**src/rtl/pit_pkg.sv**
```systemverilog
package pit_pkg;
  typedef enum logic [2:0] {
    OP_RD_BYTE = 3'd0,
    OP_RD_HALF = 3'd1,
    OP_WR_BYTE = 3'd2,
    OP_WR_HALF = 3'd3,
    OP_SENSE   = 3'd4,
    OP_CMD     = 3'd5
  } pit_op_e;

  localparam int CMD_START_BIT = 5;
  localparam int SENSE_OVF_BIT = 3;

  localparam logic [1:0] IC_KEEP   = 2'b00;
  localparam logic [1:0] IC_ENARM  = 2'b01;
  localparam logic [1:0] IC_DIS    = 2'b10;
  localparam logic [1:0] IC_DISARM = 2'b11;
endpackage

```
**src/rtl/pit_prescaler.sv**
```systemverilog
module pit_prescaler #(
  parameter int CLK_PER_US = 100,
  parameter int STAGES     = 4,
  parameter int DECADE     = 10
) (
  input  logic              clk,
  input  logic              rst,
  input  logic              restart,
  output logic [STAGES-1:0] tick
);
  localparam int UW = (CLK_PER_US > 1) ? $clog2(CLK_PER_US) : 1;
  localparam int DW = $clog2(DECADE);

  logic [UW-1:0] us_cnt_q;

  always_ff @(posedge clk) begin
    if (rst || restart) us_cnt_q <= '0;
    else if (tick[0])   us_cnt_q <= '0;
    else                us_cnt_q <= us_cnt_q + 1'b1;
  end

  assign tick[0] = (us_cnt_q == UW'(CLK_PER_US - 1));

  for (genvar k = 1; k < STAGES; k++) begin : g_decade
    logic [DW-1:0] dec_q;
    always_ff @(posedge clk) begin
      if (rst || restart) dec_q <= '0;
      else if (tick[k-1]) dec_q <= (dec_q == DW'(DECADE - 1)) ? '0 : dec_q + 1'b1;
    end
    assign tick[k] = tick[k-1] && (dec_q == DW'(DECADE - 1));
  end

  if (CLK_PER_US > 1) begin : g_chk
    p_us_spacing_r5: assert property (@(posedge clk) disable iff (rst)
      tick[0] |=> !tick[0]);
  end
endmodule

```
**src/rtl/pit_count_core.sv**
```systemverilog
module pit_count_core #(
  parameter int CW = 12,
  parameter int RW = 4
) (
  input  logic          clk,
  input  logic          rst,
  input  logic          start,
  input  logic [RW+CW-1:0] buf_word,
  input  logic [RW-1:0] tick,
  output logic [CW-1:0] cur,
  output logic          expire
);
  logic [RW+CW-1:0] rel_q;
  logic [CW-1:0]    cur_q;
  logic             run_q;
  logic             base_tick;
  logic             last_tick;

  always_comb begin
    base_tick = 1'b0;
    for (int i = RW - 1; i >= 0; i--) begin
      if (rel_q[CW+i]) base_tick = tick[i];
    end
  end

  assign last_tick = (cur_q <= CW'(1));
  assign expire    = run_q && base_tick && last_tick && !start;
  assign cur       = cur_q;

  always_ff @(posedge clk) begin
    if (rst) begin
      rel_q <= '0;
      cur_q <= '0;
      run_q <= 1'b0;
    end else if (start || expire) begin
      rel_q <= buf_word;
      cur_q <= buf_word[CW-1:0];
      run_q <= |buf_word[RW+CW-1:CW];
    end else if (run_q && base_tick) begin
      cur_q <= cur_q - 1'b1;
    end
  end

  p_hold_stopped_r7: assert property (@(posedge clk) disable iff (rst)
    (!run_q && !start) |=> $stable(cur_q));
  p_reload_on_expiry_r7: assert property (@(posedge clk) disable iff (rst)
    expire |=> (cur_q == $past(buf_word[CW-1:0])));
  p_start_load_r4: assert property (@(posedge clk) disable iff (rst)
    start |=> (rel_q == $past(buf_word)));
endmodule

```
**src/rtl/pit_host_if.sv**
```systemverilog
module pit_host_if
  import pit_pkg::*;
#(
  parameter int DW = 16,
  parameter int CW = 12
) (
  input  logic          clk,
  input  logic          rst,
  input  logic          req,
  input  logic [2:0]    op,
  input  logic [DW-1:0] wdata,
  input  logic [CW-1:0] cur,
  input  logic          ovf,
  output logic [DW-1:0] buf_word,
  output logic          wptr,
  output logic          start,
  output logic          sense,
  output logic          cmd,
  output logic [DW-1:0] rdata
);
  localparam int BW = DW / 2;

  pit_op_e       op_e;
  logic [DW-1:0] cnt_ext;
  logic          rptr_q;
  logic          wptr_q;
  logic [DW-1:0] buf_q;
  logic [DW-1:0] rdata_q;

  assign op_e    = pit_op_e'(op);
  assign cnt_ext = DW'(cur);
  assign cmd     = req && (op_e == OP_CMD);
  assign start   = cmd && wdata[CMD_START_BIT];
  assign sense   = req && (op_e == OP_SENSE);

  always_ff @(posedge clk) begin
    if (rst) begin
      rptr_q  <= 1'b0;
      wptr_q  <= 1'b0;
      buf_q   <= '0;
      rdata_q <= '0;
    end else if (req) begin
      unique case (op_e)
        OP_RD_BYTE: begin
          rdata_q <= rptr_q ? DW'(cnt_ext[BW-1:0]) : DW'(cnt_ext[DW-1:BW]);
          rptr_q  <= ~rptr_q;
        end
        OP_RD_HALF: begin
          rdata_q <= cnt_ext;
          rptr_q  <= 1'b0;
        end
        OP_WR_BYTE: begin
          if (wptr_q) buf_q[BW-1:0]  <= wdata[BW-1:0];
          else        buf_q[DW-1:BW] <= wdata[BW-1:0];
          wptr_q <= ~wptr_q;
        end
        OP_WR_HALF: begin
          buf_q  <= wdata;
          wptr_q <= 1'b0;
        end
        OP_SENSE: begin
          rdata_q <= '0;
          rdata_q[SENSE_OVF_BIT] <= ovf;
        end
        OP_CMD: begin
          if (wdata[CMD_START_BIT]) begin
            rptr_q <= 1'b0;
            wptr_q <= 1'b0;
          end
        end
        default: ;
      endcase
    end
  end

  assign buf_word = buf_q;
  assign wptr     = wptr_q;
  assign rdata    = rdata_q;

  p_half_read_ptr_r3: assert property (@(posedge clk) disable iff (rst)
    (req && op_e == OP_RD_HALF) |=> !rptr_q);
  p_half_write_ptr_r2: assert property (@(posedge clk) disable iff (rst)
    (req && op_e == OP_WR_HALF) |=> (!wptr_q && buf_q == $past(wdata)));
  p_start_ptrs_r4: assert property (@(posedge clk) disable iff (rst)
    start |=> (!rptr_q && !wptr_q));
endmodule

```
**src/rtl/prec_interval_timer.sv**
```systemverilog
module prec_interval_timer
  import pit_pkg::*;
#(
  parameter int CLK_PER_US = 100,
  parameter int DW         = 16,
  parameter int CW         = 12
) (
  input  logic          clk,
  input  logic          rst,
  input  logic          host_req,
  input  logic [2:0]    host_op,
  input  logic [DW-1:0] host_wdata,
  output logic [DW-1:0] host_rdata,
  output logic          irq
);
  localparam int RW = DW - CW;

  logic [DW-1:0] buf_word;
  logic          wptr;
  logic          start;
  logic          sense;
  logic          cmd;
  logic [RW-1:0] tick;
  logic [CW-1:0] cur;
  logic          expire;
  logic          ovf_q;
  logic          en_q;
  logic          arm_q;
  logic          pend_q;

  pit_host_if #(.DW(DW), .CW(CW)) u_host (
    .clk(clk), .rst(rst), .req(host_req), .op(host_op), .wdata(host_wdata),
    .cur(cur), .ovf(ovf_q), .buf_word(buf_word), .wptr(wptr),
    .start(start), .sense(sense), .cmd(cmd), .rdata(host_rdata)
  );

  pit_prescaler #(.CLK_PER_US(CLK_PER_US), .STAGES(RW), .DECADE(10)) u_pre (
    .clk(clk), .rst(rst), .restart(start), .tick(tick)
  );

  pit_count_core #(.CW(CW), .RW(RW)) u_core (
    .clk(clk), .rst(rst), .start(start), .buf_word(buf_word),
    .tick(tick), .cur(cur), .expire(expire)
  );

  always_ff @(posedge clk) begin
    if (rst) begin
      ovf_q  <= 1'b0;
      en_q   <= 1'b0;
      arm_q  <= 1'b0;
      pend_q <= 1'b0;
    end else begin
      if (start)               ovf_q <= 1'b0;
      else if (expire && wptr) ovf_q <= 1'b1;
      else if (sense)          ovf_q <= 1'b0;

      if (expire && arm_q) pend_q <= 1'b1;
      else if (sense)      pend_q <= 1'b0;

      if (cmd) begin
        unique case (host_wdata[7:6])
          IC_ENARM:  begin en_q <= 1'b1; arm_q <= 1'b1; end
          IC_DIS:    en_q  <= 1'b0;
          IC_DISARM: arm_q <= 1'b0;
          default: ;
        endcase
      end
    end
  end

  assign irq = pend_q && en_q;

  p_sense_clears_r9: assert property (@(posedge clk) disable iff (rst)
    (sense && !expire) |=> (!ovf_q && !pend_q));
  p_armed_only_r11: assert property (@(posedge clk) disable iff (rst)
    $rose(pend_q) |-> $past(arm_q));
  p_ovf_cause_r8: assert property (@(posedge clk) disable iff (rst)
    $rose(ovf_q) |-> $past(wptr));
  p_irq_level_r11: assert property (@(posedge clk) disable iff (rst)
    (pend_q && !sense) |=> pend_q);
endmodule

```
**config.mk**
```make
export PLATFORM = sky130hd
export DESIGN_NAME = prec_interval_timer
export DESIGN_NICKNAME = d
export VERILOG_FILES = /design/src/rtl/pit_pkg.sv /design/src/rtl/pit_prescaler.sv /design/src/rtl/pit_count_core.sv /design/src/rtl/pit_host_if.sv /design/src/rtl/prec_interval_timer.sv
export SDC_FILE = /design/constraint.sdc
export NUM_CORES = 1
export LEC_CHECK = 0
export BUFFER_PORTS_ARGS = -buffer_cell sky130_fd_sc_hd__buf_2
export CAP_MARGIN = 20
export CORE_MARGIN = 4
export CORE_UTILIZATION = 50
export CTS_BUF_LIST = sky130_fd_sc_hd__clkbuf_4
export DETAILED_ROUTE_END_ITERATION = 8
export GPL_ROUTABILITY_DRIVEN = 0
export PLACE_DENSITY = 0.78
export SYNTH_ARGS = -nofsm -noshare
export SYNTH_HDL_FRONTEND = slang
export SYNTH_HIERARCHICAL = 1
export SYNTH_SLANG_ARGS = --single-unit
```
**constraint.sdc**
```tcl
create_clock -name clk -period 3.45 [get_ports clk]
set_input_delay 0.69 -clock clk [delete_from_list [all_inputs] [get_ports clk]]
set_output_delay 0.69 -clock clk [all_outputs]
set_load 0.05 [all_outputs]
```
==> impl_metrics.ini <==
[power_and_ir_drop]
irDropWorstVdd_mv = 0.245
comb_power_share_pct = 10.7
netSwitchingPower_uw = 418
power.share.sequential_pct = 55.3
power_density_nw_per_um2 = 366
p_leak_uw = 0.00143
netSwitchingFraction_pct = 27.6
internal-power_uw = 1090
clkPwrFrac_pct = 33.9

[floorplan]
placementRows = 31
core_area_sq_um = 7370
start_util_pct = 52.1
die_h_microns = 95.6
die_width_microns = 95.6
die_area_sq_um = 9140
io_pins = 39

[final_layout]
nNetsFinal = 494
n_fill_cell = 690
drive_gt1_share_pct = 18.0
n_antenna_cell = 0
fin_util_pct = 56.1
area_growth_pct = 7.69

[global_routing]
grt_max_degree = 33
antenna_found_initial = 0
track_usage_pct = 20.2
grt_overflow = 0
grt_pass1_wl_microns = 14700
grt_pass1_vias = 3055

[synth]
syn_area_sq_um = 3840
synth-async-reset-ratio_pct = 0
synth_edf_count = 0
ys_seq_area_share_pct = 36.5
synth_warnings = 6
ys_seq_elements = 70
synth_cell_types = 72
synthCells = 445
netlist.area_leader.share_pct = 36.5
synth_top_area_cell = dfxtp_1
synthFlopType = dfxtp_1
synth_area_leaders = dfxtp_1 37%, a21oi_1 5.3%, o21ai_0 4.0%
postSynthAreaPerCell_sq_um = 8.63

[routing]
wl_per_cell_microns = 15.2
vias = 3335
route.met2.wl_microns = 3850
drc = 0
firstDrtPassIters = 5
routed_wirelength_microns = 8650
antenna_left = 0
highest_layer = met4
met1_length_microns = 4110
initialDrtViolationCount = 284
dr_wl_met3_microns = 559
vias_per_cell = 5.85

[timing]
finalClockSkew_ns = 0.0139
layout_min_cycle_time_ns = 3.03
setup_tns_ns = 0
fin_crit_sh_pct = 87.9
setup_viol = 0
slew_viol_final = 0
worst_pin_slew_ns = 0.574
rsz0062_at_grt = false
fmax_mhz = 330
holdWs_ns = 0.458
hold_viol = 0
slew-limit-headroom_pct = 61.7

[cts]
cts_setup_buffers = 0
clock_sinks = 70
ctsHoldBuffers = 0
h-tree-depth = 3
post_cts_resized = 0
clockBufferDepth = 2
clock_latency_ns = 0.41
cts_tree = done
clockRootBuffer = clkbuf_4
clk_pin_slew_worst_paths_ns = 0.12
cts_buffers = 9

[critical_path]
critical_path_class = reg2reg
cp_data_required_time_ns = 3.77
worstPathArrival_ns = 3.35
r2r-end = u_core/cur[3]
cp-start-kind = flip-flop
path_cells = ha_1 > nand4bb_4 > or4b_1 > nor3b_1 > nand3b_1 > and3_1 > nor2_1 > o21ai_0 > a2111oi_2
critPathLaunch = u_pre/us_cnt_q[0]
cp_slowest_stage_delay_ns = 0.66
cp-endpoint = u_core/cur[3]
critPathMaxFanout = 7
r2r_start = u_pre/us_cnt_q[0]
endpoint_kind = flip-flop
rrSetupSlack_ns = 0.42
slowest_stage = or4b_1
r2r_cells = 9

[outcome]
outcome = finished clean

[hold_path]
hold_path_class = reg2reg

[run]
cap_violations = 0

[place]
hpwl_microns = 6250
port_buffers = 34
## per-stage QoR
stage | instances | cell area (sq um) | worst slack, ns | total power [uW]
global route | 570 | 4130 | 0.285 | 1580
detailed placement | 554 | 4000 | 0.496 | 1010
CTS | 570 | 4130 | 0.462 | 1520
finish | 570 | 4130 | 0.419 | 1510
global placement | 554 | 4000 | 0.603 | 1010
floorplan | 448 | 3850 | 0.655 | 979
## logic make-up (layout without fill, tap and decap cells)
family | Yosys count | count (layout) | share of synthesized area [%]
XOR/XNOR | 11 | 11 | 2.51
other | 1 | 4 | 0.0977
AO/OA/AOI/OAI | 126 | 126 | 22.1
flip-flops | 70 | 70 | 36.5
AND/OR/NAND/NOR | 169 | 169 | 26.9
adder cells (fa/ha/maj) | 6 | 6 | 1.96
multiplexers | 15 | 15 | 3.94
buffers and inverters | 47 | 70 | 5.96
## power groups by stage
| stage | Combinational (uW) | Sequential, uW | Clock, uW |
|---|---|---|---|
| after global routing | 179 | 839 | 558 |
| after floorplan | 127 | 852 | 0 |
| final | 163 | 837 | 513 |
| after CTS | 161 | 836 | 524 |
| after global placement | 156 | 854 | 0 |
| after detailed placement | 160 | 855 | 0 |
## sequential cells by signal (all words and copies together) (netlist names), 4 cells and up
| name | flops |
|---|---|
| u_core/cur | 12 |
| u_core/rel_q | 4 |
| u_host/buf_word | 16 |
| u_host/rdata | 12 |
| u_pre/g_decade.dec_q | 12 |
| u_pre/us_cnt_q | 7 |
## layer usage
metal  vias up  GRT usage (%)
li1       1664              -
met1      1539           27.9
met2       119           31.4
met3        13           3.55
met4         0           7.23
met5         -              0
## worst min path at each step
| stage | from | to | slack (ns) | cells after the start |
|---|---|---|---|---|
| 6_report | u_pre/us_cnt_q[0] | u_pre/us_cnt_q[0] | 0.46 | 1 |
| 3_5_place_dp | u_pre/us_cnt_q[0] | u_pre/us_cnt_q[0] | 0.44 | 1 |
| 3_3_place_gp | u_pre/us_cnt_q[0] | u_pre/us_cnt_q[0] | 0.42 | 1 |
| 5_1_grt | u_pre/us_cnt_q[0] | u_pre/us_cnt_q[0] | 0.48 | 1 |
| 4_1_cts | u_pre/us_cnt_q[0] | u_pre/us_cnt_q[0] | 0.46 | 1 |
| 2_1_floorplan | u_pre/us_cnt_q[0] | u_pre/us_cnt_q[0] | 0.41 | 1 |
## worst max-delay path, delay by kind of cell (launching register included)
kind / cells / cell delay [ns]
AO/OA/AOI/OAI: 2 / 0.55
adder cells (fa/ha/maj): 1 / 0.27
flip-flops: 1 / 0.37
AND/OR/NAND/NOR: 6 / 1.75
## layout make-up
class | instances | area (sq um) | area share (%)
multi-input cells | 331 | 2220 | 53.7
flip-flops and latches | 70 | 1400 | 33.9
repair buffers | 37 | 193 | 4.66
well taps | 99 | 124 | 3.00
clock buffers | 9 | 67.6 | 1.63
clock inverters | 7 | 65.1 | 1.57
inverters | 17 | 63.8 | 1.54
## layout by cell type (no fill, tap or decap), types with 3 or more instances in the layout
| cell | n |
|---|---|
| a211oi_1 | 5 |
| a211oi_2 | 9 |
| a21oi_1 | 41 |
| a31oi_1 | 5 |
| and2_1 | 5 |
| and3_1 | 5 |
| and3b_1 | 3 |
| and4_1 | 3 |
| buf_2 | 34 |
| buf_4 | 3 |
| clkbuf_4 | 9 |
| clkinvlp_4 | 3 |
| conb_1 | 4 |
| dfxtp_1 | 70 |
| ha_1 | 6 |
| inv_1 | 17 |
| mux2i_1 | 14 |
| nand2_1 | 21 |
| nand2b_1 | 9 |
| nand3_1 | 26 |
| nand3b_1 | 3 |
| nand4_1 | 3 |
| nor2_1 | 31 |
| nor2b_1 | 4 |
| nor3_1 | 11 |
| nor3b_1 | 4 |
| nor4_1 | 7 |
| o211ai_1 | 13 |
| o21ai_0 | 31 |
| or2_2 | 5 |
| or3_1 | 5 |
| or4b_1 | 3 |
| xnor2_1 | 9 |
## Yosys cell counts (2+ instances only)
cell type	n
nor3_1	11
nor4_1	7
nor2b_1	4
o31a_1	2
nor3_4	2
nand4_1	3
xor2_1	2
nand3_1	26
inv_1	17
or4_1	2
or2_2	5
and2_1	5
or3_1	5
nor3b_1	4
a211oi_1	5
dfxtp_1	70
o21ai_0	31
a211oi_2	9
nor2_1	31
and4bb_2	2
and4_1	3
o211ai_1	13
nand3b_1	3
a21oi_1	41
buf_6	3
clkbuf_1	10
mux2i_1	14
or4b_1	3
buf_1	3
buf_2	9
buf_4	5
a31oi_1	5
and3_1	5
o32ai_1	2
and3b_1	3
a2111oi_2	2
o221ai_1	2
xnor2_1	9
ha_1	6
nand2_1	21
nand2b_1	9
Power figures use the tool's default switching activity.
